$ cat config.mk
export PLATFORM = sky130hd
export DESIGN_NAME = link_watch
export DESIGN_NICKNAME = d
export VERILOG_FILES = /design/src/rtl/lt_pkg.sv /design/src/rtl/lt_tick_timer.sv /design/src/rtl/lt_link_fsm.sv /design/src/rtl/lt_pulse_pacer.sv /design/src/rtl/link_watch.sv
export SDC_FILE = /design/constraint.sdc
export NUM_CORES = 1
export LEC_CHECK = 0
export ABC_AREA = 1
export BUFFER_PORTS_ARGS = -buffer_cell sky130_fd_sc_hd__buf_2
export CORE_UTILIZATION = 51
export CTS_BUF_LIST = sky130_fd_sc_hd__clkbuf_4 sky130_fd_sc_hd__clkbuf_8 sky130_fd_sc_hd__clkbuf_16
export DETAILED_ROUTE_END_ITERATION = 12
export HOLD_SLACK_MARGIN = 0.03
export PLACE_DENSITY = 0.74
export SLEW_MARGIN = 25
export SYNTH_ARGS = -nofsm -noshare
export SYNTH_HDL_FRONTEND = slang
export SYNTH_SLANG_ARGS = --single-unit
$ cat constraint.sdc
create_clock -name clk -period 1.3 [get_ports clk]
set_input_delay 0.26 -clock clk [delete_from_list [all_inputs] [get_ports clk]]
set_output_delay 0.26 -clock clk [all_outputs]
set_load 0.05 [all_outputs]
$ cat src/rtl/lt_pkg.sv
package lt_pkg;
  typedef enum logic [2:0] {
    ST_GOOD   = 3'd0,
    ST_RESET  = 3'd1,
    ST_SPAN   = 3'd2,
    ST_SETTLE = 3'd3,
    ST_EXT    = 3'd4
  } link_st_e;
endpackage

$ cat src/rtl/lt_tick_timer.sv
module lt_tick_timer #(
  parameter int LIMIT = 100,
  localparam int W = $clog2(LIMIT + 1)
) (
  input  logic         clk,
  input  logic         rst_n,
  input  logic         clr_i,
  output logic [W-1:0] cnt_o
);
  localparam logic [W-1:0] TOP = W'(LIMIT);

  always_ff @(posedge clk or negedge rst_n) begin
    if (!rst_n)          cnt_o <= '0;
    else if (clr_i)      cnt_o <= '0;
    else if (cnt_o != TOP) cnt_o <= cnt_o + 1'b1;
  end

  AST_TMR_SATURATES: assert property (@(posedge clk) disable iff (!rst_n)
    cnt_o <= TOP);
endmodule

$ cat src/rtl/lt_link_fsm.sv
module lt_link_fsm
  import lt_pkg::*;
#(
  parameter int LOSS_TICKS    = 60,
  parameter int MIN_TICKS     = 8,
  parameter int MAX_TICKS     = 40,
  parameter int PULSES_NEEDED = 2,
  parameter int TW            = 7
) (
  input  logic          clk,
  input  logic          rst_n,
  input  logic          en_i,
  input  logic          rx_frame_i,
  input  logic          pulse_i,
  input  logic          tx_busy_i,
  input  logic [TW-1:0] tmr_i,
  output logic          tmr_clr_o,
  output logic          link_ok_o,
  output logic          failed_o
);
  localparam int CW = $clog2(PULSES_NEEDED + 1);
  localparam logic [TW-1:0] LOSS_M1 = TW'(LOSS_TICKS - 1);
  localparam logic [TW-1:0] MIN_T   = TW'(MIN_TICKS);
  localparam logic [TW-1:0] MAX_T   = TW'(MAX_TICKS);
  localparam logic [CW-1:0] NEED    = CW'(PULSES_NEEDED);

  link_st_e st_q, st_d;
  logic [CW-1:0] cnt_q, cnt_d;
  logic spaced, refresh;

  assign spaced  = pulse_i && (tmr_i >= MIN_T);
  assign refresh = rx_frame_i || spaced;

  always_comb begin
    st_d  = st_q;
    cnt_d = cnt_q;
    unique case (st_q)
      ST_GOOD:   if (!refresh && tmr_i >= LOSS_M1) st_d = ST_RESET;
      ST_RESET: begin
        cnt_d = '0;
        if (rx_frame_i)    st_d = ST_GOOD;
        else if (!pulse_i) st_d = ST_SPAN;
      end
      ST_SPAN: begin
        if (rx_frame_i) st_d = ST_GOOD;
        else if (pulse_i) begin
          if (spaced) begin
            st_d  = ST_SETTLE;
            if (cnt_q != NEED) cnt_d = cnt_q + 1'b1;
          end else begin
            st_d = ST_EXT;
          end
        end else if (tmr_i >= MAX_T) st_d = ST_EXT;
      end
      ST_SETTLE: begin
        if (rx_frame_i) st_d = ST_GOOD;
        else if (!pulse_i) st_d = (cnt_q >= NEED) ? ST_GOOD : ST_SPAN;
      end
      ST_EXT: begin
        cnt_d = '0;
        if (!rx_frame_i && !pulse_i && !tx_busy_i) st_d = ST_RESET;
      end
      default:   st_d = ST_RESET;
    endcase
    if (!en_i) begin
      st_d  = ST_GOOD;
      cnt_d = '0;
    end
  end

  always_ff @(posedge clk or negedge rst_n) begin
    if (!rst_n) begin
      st_q  <= ST_GOOD;
      cnt_q <= '0;
    end else begin
      st_q  <= st_d;
      cnt_q <= cnt_d;
    end
  end

  assign tmr_clr_o = !en_i || (st_d != st_q) || (st_q == ST_GOOD && refresh);
  assign failed_o  = en_i && (st_q != ST_GOOD);
  assign link_ok_o = !failed_o;

  AST_FRAME_RECOVERS: assert property (@(posedge clk) disable iff (!rst_n)
    (en_i && rx_frame_i && (st_q == ST_RESET || st_q == ST_SPAN || st_q == ST_SETTLE))
      |=> (st_q == ST_GOOD));
  AST_COUNT_BOUNDED: assert property (@(posedge clk) disable iff (!rst_n)
    cnt_q <= NEED);
  AST_CLOSE_PULSE_EXT: assert property (@(posedge clk) disable iff (!rst_n)
    (en_i && st_q == ST_SPAN && !rx_frame_i && pulse_i && tmr_i < MIN_T)
      |=> (st_q == ST_EXT));
  AST_DISABLED_GOOD: assert property (@(posedge clk) disable iff (!rst_n)
    !en_i |=> (st_q == ST_GOOD));
endmodule

$ cat src/rtl/lt_pulse_pacer.sv
module lt_pulse_pacer #(
  parameter int PERIOD_TICKS = 12
) (
  input  logic clk,
  input  logic rst_n,
  input  logic en_i,
  input  logic tx_busy_i,
  input  logic force_lpbk_i,
  output logic req_o
);
  localparam int PW = $clog2(PERIOD_TICKS);
  localparam logic [PW-1:0] LAST = PW'(PERIOD_TICKS - 1);

  logic [PW-1:0] cnt_q;
  logic          run;

  assign run = en_i && !tx_busy_i && !force_lpbk_i;

  always_ff @(posedge clk or negedge rst_n) begin
    if (!rst_n) begin
      cnt_q <= '0;
      req_o <= 1'b0;
    end else begin
      req_o <= run && (cnt_q == LAST);
      if (!run || cnt_q == LAST) cnt_q <= '0;
      else                       cnt_q <= cnt_q + 1'b1;
    end
  end

  AST_REQ_QUIET: assert property (@(posedge clk) disable iff (!rst_n)
    (!en_i || tx_busy_i || force_lpbk_i) |=> !req_o);
  AST_REQ_SINGLE: assert property (@(posedge clk) disable iff (!rst_n)
    req_o |=> !req_o);
endmodule

$ cat src/rtl/link_watch.sv
module link_watch #(
  parameter int LOSS_TICKS    = 60,
  parameter int MIN_TICKS     = 8,
  parameter int MAX_TICKS     = 40,
  parameter int PERIOD_TICKS  = 12,
  parameter int PULSES_NEEDED = 2
) (
  input  logic clk,
  input  logic rst_n,
  input  logic test_en_i,
  input  logic rx_frame_i,
  input  logic pulse_seen_i,
  input  logic tx_busy_i,
  input  logic force_lpbk_i,
  output logic link_ok_o,
  output logic tx_block_o,
  output logic rx_block_o,
  output logic lpbk_block_o,
  output logic pulse_req_o
);
  localparam int TLIM = (LOSS_TICKS > MAX_TICKS) ? LOSS_TICKS : MAX_TICKS;
  localparam int TW   = $clog2(TLIM + 1);

  logic [TW-1:0] tmr;
  logic          tmr_clr, failed;

  lt_tick_timer #(.LIMIT(TLIM)) u_tmr (
    .clk(clk), .rst_n(rst_n), .clr_i(tmr_clr), .cnt_o(tmr)
  );

  lt_link_fsm #(
    .LOSS_TICKS(LOSS_TICKS), .MIN_TICKS(MIN_TICKS), .MAX_TICKS(MAX_TICKS),
    .PULSES_NEEDED(PULSES_NEEDED), .TW(TW)
  ) u_fsm (
    .clk(clk), .rst_n(rst_n), .en_i(test_en_i), .rx_frame_i(rx_frame_i),
    .pulse_i(pulse_seen_i), .tx_busy_i(tx_busy_i), .tmr_i(tmr),
    .tmr_clr_o(tmr_clr), .link_ok_o(link_ok_o), .failed_o(failed)
  );

  lt_pulse_pacer #(.PERIOD_TICKS(PERIOD_TICKS)) u_pacer (
    .clk(clk), .rst_n(rst_n), .en_i(test_en_i), .tx_busy_i(tx_busy_i),
    .force_lpbk_i(force_lpbk_i), .req_o(pulse_req_o)
  );

  assign tx_block_o   = failed;
  assign rx_block_o   = failed;
  assign lpbk_block_o = failed;

  AST_DISABLES_WITH_FAIL: assert property (@(posedge clk) disable iff (!rst_n)
    !link_ok_o |-> (tx_block_o && rx_block_o && lpbk_block_o));
  AST_LOSS_NEEDS_SILENCE: assert property (@(posedge clk) disable iff (!rst_n)
    (link_ok_o && rx_frame_i) |=> link_ok_o);
endmodule

==> reports/metrics.cfg <==
[floorplan]
num_io_pins=12
start_util=0.5531
coreArea_sq_um=2002
die-area_sq_um=2361
dieHeight_microns=48.60
rows=16
die_width_microns=48.60

[clock_tree]
htree_levels=1
clk_pin_slew_ns=0.10
cts_tree=yes
clk_latency_ns=0.31
numCtsBuffers=3
cts_num_sinks=16
root_buffer=clkbuf_4
cts.path.max_buffers=2

[yosys]
syn_nets=159
syn_avg_cell_area_sq_um=7.482
synthSimpleGateAreaFrac=0.4023
synth_compound_area_frac=0.07910
synth_seq_cells=16
muxShareOfSynthArea=0
synth_area_sq_um=1107
ys_types=28
synth_xor_area_frac=0.01582
ys_warn_count=0
synthAdderAreaFrac=0.04520
synth_top_family_by_area=simple AND/OR/NAND/NOR gates
netlist_instances=148
seq_area_frac_synth=0.3616

[global_routing]
grt_first_pass_wirelength_mm=5.416
grt_pass1_vias=1271
grt_max_degree=17
grt_overflow=0
antenna_found_initial=0
grtUsageTotal=0.3117

[routing]
drc_errors=0
routed_wl_mm=3.721
wire_per_inst_microns=16.25
drt-pass1-iter-count=4
via_per_inst=5.690
ant_nets=0
vias=1303
drt_iter0_drc=36

[placement]
routabilityCongestion=0.8716
io_buffers=11
dp_hpwl_mm=2.148
place_inst=211
place_ws_ns=-0.2450

[critical_path]
slowest_delay_ns=0.42
worstSetupPathType=reg2out
crit_chain=inv_2, buf_4, nand2_4, nand2_8, clkinvlp_4, buf_6
timing.rr.start=u_tmr.cnt_o[4]
worstSetupEndpointType=primary output
cp-startpoint=u_fsm.st_q[2]
critical-path-top-delay-family=buffers and inverters
cp_num_buf_inv=4
critPathArrivalTime_ns=1.37
critPathMaxFanout=3
cp-start-kind=flip-flop
cp_slowest_cell=dfrtp_1
required_ns=1.04

[power]
p_comb_frac=0.109
swShare=0.2694
p_switching_mw=0.2621
power_frac_seq=0.520
vdd.ir_drop.worst_mv=0.4242
leakagePower_nw=0.8344
powerDensity_nw_per_um2=570.0
p_int_mw=0.7107
clockPowerShare=0.371

[final_layout]
area_growth_pct=54.12
n_antenna_cell=0
final_common_cell=buf_4
drive_above_1_share=0.5396
final_cell_mix=36 x buf_4, 25 x nand2_1, 15 x inv_1
fin_nets=214
final_cells=229
final_util=0.8525

[timing]
worst_slack_ns=-0.3338
period_share=1.257
setup_viol=15
tightest_slew_ns=0.3614
fin_skew_ns=0.004182
rsz0062_at_grt=yes
fmax_ghz=0.6121
hold_violations=0
period_minus_slack_ns=1.634
drv_slew=0
slew-limit-headroom=0.7591
tns_ns=-3.523

[min_path]
holdCritPathClass=in2reg
holdCritStartpoint=force_lpbk_i

[run]
cap_violations=0

[status]
status=complete, but fails checks
violations=setup timing

[synth_stat cells]
library cell	number	area [sq um]
o31ai_1	1	7.510
inv_2	5	18.77
xor2_1	2	17.52
nand2_4	1	11.26
nand3_4	1	17.52
nor4_1	1	6.260
nand3_1	16	80.08
a21oi_1	5	25.02
nand2_1	34	127.6
or2_2	1	6.260
inv_1	17	63.81
nand3b_1	1	7.510
ha_1	4	50.05
nor2_2	1	6.260
buf_2	1	5.000
a21oi_2	2	17.52
clkinv_1	1	3.750
o21ai_0	3	15.01
nand3_2	2	20.02
nor3_2	6	60.06
buf_4	2	15.01
a211oi_1	1	7.510
nor2_4	1	11.26
dfrtp_1	16	400.4
nor2_1	12	45.04
nor3_1	3	15.01
o21ai_1	3	15.01
nand2_2	5	31.28
[final timing paths]
check	end	slack, ns	depth (start not counted)
setup / recovery	lpbk_block_o	-0.33	6
hold / removal	u_pacer.req_o	0.10	2
setup reg to reg	u_tmr.cnt_o[0]	-0.33	11
hold reg to reg	u_pacer.cnt_q[0]	0.48	1
max in group asynchronous	u_fsm.st_q[0]	0.64	2
min in group asynchronous	u_pacer.cnt_q[2]	0.37	2
[per-layer routing]
| metal | wire (microns) | vias to the layer above | track usage |
|---|---|---|---|
| li1 | - | 584 | - |
| met5 | 0 | - | 0 |
| met2 | 1938 | 73 | 0.5939 |
| met3 | 275 | 22 | 0.05660 |
| met1 | 1289 | 624 | 0.3088 |
| met4 | 217 | 0 | 0.1912 |
[final cells by class]
class	instances	area [sq um]
multi-input cells	106	728.2
repair buffers	53	414.1
flip-flops and latches	16	404.1
fillers	108	295.3
inverters	23	90.09
clock buffers	4	36.28
well taps	27	33.78
[timing repair]
item | CTS | global route
hold buffers | 1 | 0
endpoints found under the hold margin | 16 | 0
endpoints found under the setup margin | 13 | 15
setup buffers | 11 | 4
pin swaps | 5 | 7
resized for setup | 23 | 17
[power by group through the flow]
stage / combinational (mW) / sequential, mW / clock, mW
after floorplan: 0.0438 / 0.515 / 0
after global placement: 0.0833 / 0.515 / 0
after detailed placement: 0.0874 / 0.516 / 0
after CTS: 0.0958 / 0.506 / 0.358
after global routing: 0.115 / 0.506 / 0.377
final: 0.106 / 0.506 / 0.361
[kinds of logic after synthesis]
family          Yosys count
compound gates           15
fa+ha+maj                 4
flops                    16
simple gates             85
buf+inv                  26
xor+xnor                  2
[state kept, by name (all words and copies together), names as in the netlist]
signal         flops
u_fsm.cnt_q        2
u_fsm.st_q         3
u_pacer.cnt_q      4
u_pacer.req_o      1
u_tmr.cnt_o        6
[metrics by stage]
step / hold slack [ns] / total power [mW] / area, sq um
floorplan: -0.03559 / 0.5586 / 1159
global placement: 0.1776 / 0.5985 / 1423
detailed placement: 0.1913 / 0.6031 / 1423
CTS: 0.1039 / 0.9599 / 1627
global route: 0.1177 / 0.9980 / 1707
finish: 0.1015 / 0.9728 / 1707
(Power assumes the default switching activity.)
